--- src/rtl/pwm_timer_pkg.sv ---
`timescale 1ns/1ps
// Shared constants for the PWM timer: register word indices and flag layout.
// Assumes at most six outputs, so compare indices fit the 11-bit flag word.
package pwm_timer_pkg;
    localparam logic [3:0] A_CTRL  = 4'd0;
    localparam logic [3:0] A_PRESC = 4'd1;
    localparam logic [3:0] A_MACT  = 4'd2;
    localparam logic [3:0] A_OCTL  = 4'd3;
    localparam logic [3:0] A_LDEN  = 4'd4;
    localparam logic [3:0] A_FLAG  = 4'd5;
    localparam logic [3:0] A_CNT   = 4'd6;
    localparam logic [3:0] A_MR0   = 4'd8;
    localparam int         FLAG_W  = 11;

    // Flag bit that carries compare k (bits 4..7 are left free).
    function automatic int flag_pos(input int k);
        return (k < 4) ? k : k + 4;
    endfunction
endpackage

--- src/rtl/pwm_counter.sv ---
`timescale 1ns/1ps
// Prescaler plus shared timer counter.
// Assumes reset_req/stop_req are only asserted together with tick.
module pwm_counter #(
    parameter int CNT_W = 16
) (
    input  logic             clk,
    input  logic             rst_n,
    input  logic             run,
    input  logic             hold,
    input  logic             pmode,
    input  logic [CNT_W-1:0] presc,
    input  logic             reset_req,
    input  logic             stop_req,
    output logic             tick,
    output logic [CNT_W-1:0] tc
);
    logic [CNT_W-1:0] pc_q;
    logic [CNT_W-1:0] base;

    assign base = pmode ? CNT_W'(1) : '0;
    // >= so that lowering PR below the current count never stalls.
    assign tick = run && !hold && (pc_q >= presc);

    // Prescale counter: wraps after PR+1 enabled cycles.
    always_ff @(posedge clk) begin
        if (!rst_n || hold) begin
            pc_q <= '0;
        end else if (run) begin
            if (tick) pc_q <= '0;
            else      pc_q <= pc_q + 1'b1;
        end
    end

    // Timer counter: hold, restart, freeze on stop, or step.
    always_ff @(posedge clk) begin
        if (!rst_n) begin
            tc <= '0;
        end else if (hold) begin
            tc <= base;
        end else if (tick) begin
            if (stop_req)       tc <= tc;
            else if (reset_req) tc <= base;
            else                tc <= tc + 1'b1;
        end
    end
endmodule

--- src/rtl/pwm_match_bank.sv ---
`timescale 1ns/1ps
// Shadow and active compare registers with self-clearing load enables.
// Timer mode writes both copies; PWM mode writes only the shadow.
module pwm_match_bank #(
    parameter int CNT_W  = 16,
    parameter int NMATCH = 7
) (
    input  logic                         clk,
    input  logic                         rst_n,
    input  logic                         pmode,
    input  logic [NMATCH-1:0]            mr_wr,
    input  logic [CNT_W-1:0]             wdata,
    input  logic                         ld_wr,
    input  logic [NMATCH-1:0]            ld_wdata,
    input  logic                         period_evt,
    output logic [NMATCH-1:0][CNT_W-1:0] shadow,
    output logic [NMATCH-1:0][CNT_W-1:0] active,
    output logic [NMATCH-1:0][CNT_W-1:0] active_nxt,
    output logic [NMATCH-1:0]            ld_q
);
    // Next active value per compare: direct write or armed transfer.
    always_comb begin
        for (int k = 0; k < NMATCH; k++) begin
            active_nxt[k] = active[k];
            if (!pmode && mr_wr[k])           active_nxt[k] = wdata;
            else if (period_evt && ld_q[k])   active_nxt[k] = shadow[k];
        end
    end

    // Register storage for shadows, actives and load enables.
    always_ff @(posedge clk) begin
        if (!rst_n) begin
            shadow <= '0;
            active <= '0;
            ld_q   <= '0;
        end else begin
            for (int k = 0; k < NMATCH; k++) begin
                if (mr_wr[k]) shadow[k] <= wdata;
            end
            active <= active_nxt;
            ld_q   <= (period_evt ? '0 : ld_q) | (ld_wr ? ld_wdata : '0);
        end
    end
endmodule

--- src/rtl/pwm_chan.sv ---
`timescale 1ns/1ps
// One PWM output state bit. Single-edge: set at period event unless own
// compare is 0, cleared on own compare. Double-edge: set on lower
// compare, cleared on own compare (clear wins).
module pwm_chan (
    input  logic clk,
    input  logic rst_n,
    input  logic dbl,
    input  logic evt0,
    input  logic m_set,
    input  logic m_clr,
    input  logic own_nz,
    output logic st
);
    // Edge state update.
    always_ff @(posedge clk) begin
        if (!rst_n) begin
            st <= 1'b0;
        end else if (dbl) begin
            if (m_clr)      st <= 1'b0;
            else if (m_set) st <= 1'b1;
        end else begin
            if (evt0)       st <= own_nz;
            else if (m_clr) st <= 1'b0;
        end
    end
endmodule

--- src/rtl/pwm_timer_top.sv ---
`timescale 1ns/1ps
// Register-mapped multi-channel PWM timer with shadowed compares.
// Assumes NOUT <= 6 (register layout) and CNT_W <= 32.
module pwm_timer_top
    import pwm_timer_pkg::*;
#(
    parameter int CNT_W = 16,
    parameter int NOUT  = 6
) (
    input  logic            clk,
    input  logic            rst_n,
    input  logic            bus_we,
    input  logic [3:0]      bus_addr,
    input  logic [31:0]     bus_wdata,
    output logic [31:0]     bus_rdata,
    output logic [NOUT-1:0] pwm_out,
    output logic            irq
);
    localparam int NMATCH = NOUT + 1;
    localparam int MCW    = 3 * NMATCH;

    logic                         run_q, hold_q, pmode_q;
    logic [CNT_W-1:0]             presc_q;
    logic [MCW-1:0]               mact_q;
    logic [NOUT-1:0]              oen_q, dbl_q;
    logic [FLAG_W-1:0]            flags_q, fset;
    logic [NMATCH-1:0]            mr_wr, hit, irq_sel, rst_sel, stop_sel;
    logic [NMATCH-1:0][CNT_W-1:0] shadow_q, act_q, act_nxt;
    logic [NMATCH-1:0]            ld_q;
    logic [CNT_W-1:0]             tc_q;
    logic                         tick, period_evt, reset_req, stop_req;
    logic                         wr_ctrl, wr_ld, wr_flag;
    logic [NOUT-1:0]              st;
    logic                         unused_bits;

    assign wr_ctrl = bus_we && (bus_addr == A_CTRL);
    assign wr_ld   = bus_we && (bus_addr == A_LDEN);
    assign wr_flag = bus_we && (bus_addr == A_FLAG);
    assign unused_bits = ^{bus_wdata, dbl_q[0]};

    // Per-compare decode: write strobe, match, action selects.
    for (genvar k = 0; k < NMATCH; k++) begin : g_match
        assign mr_wr[k]    = bus_we && (bus_addr == A_MR0 + 4'(k));
        assign hit[k]      = tick && (tc_q == act_q[k]);
        assign irq_sel[k]  = mact_q[3*k];
        assign rst_sel[k]  = mact_q[3*k+1];
        assign stop_sel[k] = mact_q[3*k+2];
    end

    assign period_evt = hit[0];
    assign reset_req  = |(hit & rst_sel);
    assign stop_req   = |(hit & stop_sel);

    // Map interrupt-enabled matches onto the flag layout.
    always_comb begin
        fset = '0;
        for (int k = 0; k < NMATCH; k++) begin
            fset[flag_pos(k)] = hit[k] & irq_sel[k];
        end
    end

    // Configuration registers and run bit.
    always_ff @(posedge clk) begin
        if (!rst_n) begin
            run_q   <= 1'b0;
            hold_q  <= 1'b0;
            pmode_q <= 1'b0;
            presc_q <= '0;
            mact_q  <= '0;
            oen_q   <= '0;
            dbl_q   <= '0;
        end else begin
            if (wr_ctrl) begin
                run_q   <= bus_wdata[0];
                hold_q  <= bus_wdata[1];
                pmode_q <= bus_wdata[3];
            end else if (stop_req) begin
                run_q   <= 1'b0;
            end
            if (bus_we && bus_addr == A_PRESC) presc_q <= bus_wdata[CNT_W-1:0];
            if (bus_we && bus_addr == A_MACT)  mact_q  <= bus_wdata[MCW-1:0];
            if (bus_we && bus_addr == A_OCTL) begin
                oen_q <= bus_wdata[NOUT-1:0];
                dbl_q <= bus_wdata[8 +: NOUT];
            end
        end
    end

    // Interrupt flags: set by matches, cleared by writing ones.
    always_ff @(posedge clk) begin
        if (!rst_n) flags_q <= '0;
        else        flags_q <= (flags_q & ~(wr_flag ? bus_wdata[FLAG_W-1:0] : '0)) | fset;
    end

    pwm_counter #(.CNT_W(CNT_W)) u_cnt (
        .clk(clk), .rst_n(rst_n), .run(run_q), .hold(hold_q), .pmode(pmode_q),
        .presc(presc_q), .reset_req(reset_req), .stop_req(stop_req),
        .tick(tick), .tc(tc_q)
    );

    pwm_match_bank #(.CNT_W(CNT_W), .NMATCH(NMATCH)) u_bank (
        .clk(clk), .rst_n(rst_n), .pmode(pmode_q), .mr_wr(mr_wr),
        .wdata(bus_wdata[CNT_W-1:0]), .ld_wr(wr_ld), .ld_wdata(bus_wdata[NMATCH-1:0]),
        .period_evt(period_evt), .shadow(shadow_q), .active(act_q),
        .active_nxt(act_nxt), .ld_q(ld_q)
    );

    // One output state machine per channel; output 1 is single-edge only.
    for (genvar n = 0; n < NOUT; n++) begin : g_out
        pwm_chan u_ch (
            .clk(clk), .rst_n(rst_n),
            .dbl((n == 0) ? 1'b0 : dbl_q[n]),
            .evt0(period_evt), .m_set(hit[n]), .m_clr(hit[n+1]),
            .own_nz(|act_nxt[n+1]), .st(st[n])
        );
    end

    assign pwm_out = st & oen_q & {NOUT{pmode_q}};
    assign irq     = |flags_q;

    // Combinational register read mux.
    always_comb begin
        bus_rdata = '0;
        case (bus_addr)
            A_CTRL:  bus_rdata = {28'd0, pmode_q, 1'b0, hold_q, run_q};
            A_PRESC: bus_rdata = 32'(presc_q);
            A_MACT:  bus_rdata = 32'(mact_q);
            A_OCTL:  bus_rdata = 32'({dbl_q, 2'b00, oen_q});
            A_LDEN:  bus_rdata = 32'(ld_q);
            A_FLAG:  bus_rdata = 32'(flags_q);
            A_CNT:   bus_rdata = 32'(tc_q);
            default: begin
                for (int k = 0; k < NMATCH; k++) begin
                    if (bus_addr == A_MR0 + 4'(k)) bus_rdata = 32'(shadow_q[k]);
                end
            end
        endcase
    end
endmodule

--- config.mk ---
export PLATFORM = sky130hd
export DESIGN_NAME = pwm_timer_top
export DESIGN_NICKNAME = d
export VERILOG_FILES = /design/src/rtl/pwm_timer_pkg.sv /design/src/rtl/pwm_counter.sv /design/src/rtl/pwm_match_bank.sv /design/src/rtl/pwm_chan.sv /design/src/rtl/pwm_timer_top.sv
export SDC_FILE = /design/constraint.sdc
export NUM_CORES = 1
export LEC_CHECK = 0
export BUFFER_PORTS_ARGS = -buffer_cell sky130_fd_sc_hd__buf_2
export CORE_ASPECT_RATIO = 1.4
export CORE_MARGIN = 2
export CORE_UTILIZATION = 50
export CTS_BUF_LIST = sky130_fd_sc_hd__clkbuf_8
export CTS_CLUSTER_SIZE = 20
export DETAILED_ROUTE_END_ITERATION = 10
export GPL_ROUTABILITY_DRIVEN = 0
export HOLD_SLACK_MARGIN = 0.08
export PLACE_DENSITY = 0.77
export SYNTH_ARGS = -nofsm -noshare
export SYNTH_HDL_FRONTEND = slang
export SYNTH_SLANG_ARGS = --single-unit
--- constraint.sdc ---
create_clock -name clk -period 4.7 [get_ports clk]
set_input_delay 0.235 -clock clk [delete_from_list [all_inputs] [get_ports clk]]
set_output_delay 0.235 -clock clk [all_outputs]
set_load 0.03 [all_outputs]
; ---- Yosys cells after proc, flatten, opt, wreduce, memory -nomap -nowiden
; Cells that the tools add are included.
[classes]
add_sub_neg = 2
n_lt_le_gt_ge = 1
n_eq_ne = 26
muxes = 60
n_bitwise = 15
n_reduce_logical = 65
[ops]
columns = cell, n
row1 = $mux 16, 20
row2 = $pmux 32 s7, 1
row3 = $mux 32, 6
row4 = $eq 16x16->1, 7
row5 = $reduce_or 16->1, 6
row6 = $logic_and 1x1->1, 36
row7 = $add 16x1->16 const B, 2
row8 = $mux 1, 30
row9 = $eq 4x4->1 const B, 7
row10 = $ge 16x16->1, 1
row11 = $ne 3x1->1 const B, 5
row12 = $reduce_bool 3->1, 5
row13 = $and 7x7->7, 2
row14 = $mux 7, 2
row15 = $reduce_or 7->1, 2
row16 = $and 6x6->6, 2
row17 = $eq 4x3->1 const B, 3
row18 = $reduce_and 2->1, 6
row19 = $and 11x11->11, 1
row20 = $mux 11, 1
row21 = $not 11->11, 1
row22 = $or 11x11->11, 1
row23 = $reduce_or 11->1, 1
row24 = $eq 4x2->1 const B, 2
row25 = other kinds (8), 19
[word_totals]
register_bits = 332
inputBits = 39
out_inout_bits = 39

; ---- Depth between registers and ports, before layout
[logic_depth]
depth_word = 10
depth_mapped = 14
ltp_nobuf = 11

; ---- By module
; Synthesis repeated with hierarchy kept, for this count alone.
[hier_totals]
cells_unflattened = 2218
hier_area_um2 = 19383.6
[modules_own_cells]
columns = mod, n_inst, cells_per_inst, area_per_inst_um2, seq_area_each_um2
row1 = pwm_match_bank, 1, 1201, 11280.8, 4624.4
row2 = pwm_timer_top, 1, 732, 5672.9, 1261.2
row3 = pwm_counter, 1, 249, 2054.5, 640.6
row4 = pwm_chan, 6, 6, 62.6, 20.0

; ---- Worst setup path before layout
; No wires, ideal clock.
[synth_timing]
path_kind = reg2reg
from = register presc_q[11]
to = register g_out[1].u_ch.st
setup_time_ns = 0.122
arrival_ns = 3.342
required_time_ns = 4.578
slack_ns = 1.236
path_stages_with_launch = 13
period_less_slack_ns = 3.464
path_cell_list = dfxtp_1 -> inv_1 -> ha_1 -> nand4_1 -> a211oi_1 -> a32oi_4 -> a211oi_2 -> buf_6 -> mux2i_1 -> a21oi_1 -> or4_1 -> or4_1 -> o311a_1
[synth_via]
elab_chain_len = 9
elab_cells_between_ends = 15
[synth_rtl]
columns = item, line_no
row1 = "start, declared", pwm_timer_top.sv:23  ; logic [CNT_W-1:0] presc_q;
row2 = "start signal, assigned", pwm_timer_top.sv:80  ; if (bus_we && bus_addr == A_PRESC) presc_q <= bus_wdata[CNT_W-1:0];
row3 = $ge 16x16->1 *, pwm_counter.sv:23  ; assign tick = run && !hold && (pc_q >= presc);
row4 = $logic_and 1x1->1 *, pwm_counter.sv:23
row5 = $logic_and 1x1->1, pwm_timer_top.sv:44  ; assign hit[k] = tick && (tc_q == act_q[k]);
row6 = $logic_and 1x1->1, pwm_match_bank.sv:26  ; else if (period_evt && ld_q[k]) active_nxt[k] = shadow[k];
row7 = $mux 16, pwm_match_bank.sv:26
row8 = $mux 16, pwm_match_bank.sv:25  ; if (!pmode && mr_wr[k]) active_nxt[k] = wdata;
row9 = $reduce_or 16->1, pwm_timer_top.sv:114  ; .own_nz(|act_nxt[n+1]), .st(st[n])
row10 = $mux 1, pwm_chan.sv:23  ; if (evt0) st <= own_nz;
row11 = $mux 1, pwm_chan.sv:19  ; end else if (dbl) begin
row12 = "end signal, assigned", pwm_chan.sv:23
row13 = "end, declared", pwm_chan.sv:13  ; output logic st
; Mark *: on every way between the ends. The rest lies on a longest branch, timed or not.
; A chain may end at the register's enable or synchronous reset.

; ---- Worst setup path after layout
; Same ends and word-level chain as after synthesis.

==> qor.yml <==
grt_antenna_before_repair: 2
cts_hold_buf: 6
synthTopCellsByArea: "dfxtp_1 (40%), nand2_1 (9.9%), a21oi_1 (7.2%)"
numPortBuffers: 55
leakage_nw: 6.92
synth-warning-count: 0
cts_resized: 0
core_mm2: 0.0332
yosys.area.top_type: "dfxtp_1"
postSynthAreaPerCell_um2: 7.83
synthesis.area_mm2: 0.0168
synth_common_cells: "nand2_1 (443), dfxtp_1 (332), a21oi_1 (241)"
min_period_over_period: 0.864
synth.top_cell.area_share: 0.396
synth.distinct_cells: 59
regArea_mm2: 0.00665
maxSlewHeadroom: 0.179
start_util: 0.506
grt_pass1_vias: 15600
cts_tree: "done"
wirelength_um: 62800
drv_slew: 0
fillers: 2976
io_pins: 78
routedWlPerCell_um: 24.0
status: "finished clean"
synth_edf_count: 0
clk_latency_ns: 0.63
post-cts-setup-buffers: 0
worstHoldPathCells: 3
vias_per_cell: 6.31
hold_path.class: "primary input to flip-flop"
drive_above_1_share: 0.0952
nNetsFinal: 2195
power_density_mw_per_mm2: 316
crit_start: "presc_q[11]$_SDFFE_PN0P_"
cap_violations: 0
syn_to_final_growth_pct: 9.74
cp_max_fo: 16
h-tree-depth: 2
period_minus_slack_ns: 4.06
clock_skew_ns: 0.0218
synth_flop_cell: "dfxtp_1"
grt_max_degree: 141
dp_slack_ns: 0.688
min_from: "bus_wdata[11]"
setup_slack_ns: 0.641
rows: 79
setup_viol: 0
r2r_cells: 12
ant_nets: 0
fmax_ghz: 0.246
fp.dieArea_mm2: 0.0351
endpoint_kind: "flip-flop"
crit_arrival_ns: 4.57
hpwl_um: 42200
first_iter_violations: 2455
ys_seq_elements: 332
path_class: "flip-flop to flip-flop"
cts_inserted_buffers: 51
worst_setup_path_start_kind: "flip-flop"
drcViolationCount: 0
final-hold-violation-count: 0
setup_tns_ns: 0
cts_buffer_depth: 3
r2r_start: "presc_q[11]$_SDFFE_PN0P_"
synthMostInstantiatedCell: "nand2_1"
cts.sinks: 332
peakVddDrop_mv: 0.179
die_h_um: 221
grtUsageTotal: 0.347
path_clk_slew_ns: 0.06
grt_pass1_wl_um: 93500
grt_overflow: 0
ctsRootBufferMaster: "clkbuf_8"
rsz0062_at_grt: "no"
dr.pass1.iters: 7
syn_inst: 2147
worst_slew_pin_slew_ns: 1.23
ys_seq_area_frac: 0.396
die_w_um: 159
required_ns: 5.21
vias: 16500
synthArstFlopShare: 0
multi_input_area_mm2: 0.00936
-- report_power, final --
part | switching [mW] | leakage, nW | internal [mW]
clock | 1.16 | 0.600 | 1.29
sequential | 0.0387 | 2.68 | 2.85
combinational | 0.360 | 3.64 | 0.130
-- worst max-delay path, cell delays in order (launching register included) --
cell	delay, ns
dfxtp_1	0.36
inv_1	0.06
ha_1	0.31
nand4_1	0.15
a211oi_1	0.41
a32oi_4	0.31
a211oi_4	0.54
buf_4	0.33
mux2_2	0.36
mux2i_1	0.20
nand4_1	0.15
or4_1	0.43
o311a_1	0.34
-- final cells by class --
class / instances / area share
multi-input cells: 1615 / 0.508
flip-flops and latches: 332 / 0.360
clock buffers: 65 / 0.0485
repair buffers: 116 / 0.0413
well taps: 445 / 0.0302
clock inverters: 24 / 0.00672
inverters: 22 / 0.00475
diodes: 2 / 0.000271
-- cells in the final DEF (no fill, tap or decap), types with 3 or more instances in the layout --
cell | synthesis | routed
a22o_1 | 20 | 20
o21ai_0 | 21 | 21
a222oi_1 | 5 | 5
nor3_2 | 0 | 4
dfxtp_1 | 332 | 332
ha_1 | 18 | 18
mux2i_1 | 87 | 87
nor2b_1 | 12 | 12
a211oi_1 | 27 | 26
nor4_1 | 29 | 29
a22oi_1 | 51 | 51
a21o_1 | 8 | 8
conb_1 | 1 | 11
nand2_1 | 443 | 443
nor3_1 | 13 | 9
o22ai_1 | 10 | 10
or3_1 | 3 | 3
nand2b_1 | 17 | 17
and2_1 | 75 | 75
mux2_2 | 11 | 11
buf_2 | 19 | 55
xor2_1 | 56 | 56
xnor2_1 | 84 | 84
nand4_1 | 39 | 39
inv_1 | 22 | 41
nand3_1 | 28 | 28
a211oi_2 | 6 | 5
or4_1 | 8 | 8
a21oi_1 | 241 | 241
clkbuf_8 | 0 | 65
a31oi_1 | 30 | 30
dlygate4sd3_1 | 0 | 6
and3_1 | 16 | 16
nor2_1 | 193 | 193
buf_4 | 13 | 54
a221oi_1 | 22 | 22
a311oi_1 | 6 | 6
-- flip-flops by register name, indices dropped and copies added (netlist names), 6 cells and up --
register and flops:
u_bank.shadow 112, u_cnt.pc_q 16, u_cnt.tc 16, flags_q 11
oen_q 6, g_out.u_ch.st 6, dbl_q 6, mact_q 21
u_bank.active 112, u_bank.ld_q 7, presc_q 16
-- per-stage QoR --
step	power [mW]	area (um^2)	hold slack (ns)	util	cells
finish	5.82	18400	0.124	0.555	2621
global route	5.97	18400	0.116	0.555	2619
CTS	5.79	18400	0.109	0.555	2619
detailed placement	3.41	17400	0.446	0.523	2524
global placement	3.41	17400	0.437	0.523	2524
floorplan	3.24	16800	0.371	-	2157
-- path summary, 6_finish.rpt --
check	endpoint	slack [ns]
min reg2reg	flags_q[5]$_SDFF_PN0_	0.46
max	g_out[1].u_ch.st$_SDFFE_PN0P_	0.64
min	u_bank.shadow[43]$_SDFFE_PN0P_	0.12
max reg2reg	g_out[1].u_ch.st$_SDFFE_PN0P_	0.64
-- kinds of logic after synthesis --
family          count (synthesis)  share of synthesized area
simple gates                  883                      0.232
compound gates                465                      0.174
flops                         332                      0.396
buf+inv                       210                     0.0518
xor+xnor                      140                     0.0730
mux                            98                     0.0592
fa+ha+maj                      18                     0.0134
other cells                     1                   0.000223
-- routing by layer --
metal	track usage	routed length (um)	vias up	share of wire
li1	-	-	7351	-
met1	0.406	21700	7650	0.35
met2	0.533	27100	1188	0.43
met3	0.0819	7360	347	0.12
met4	0.307	6650	2	0.11
met5	0	19	-	0.00030
(Power assumes the default switching activity.)
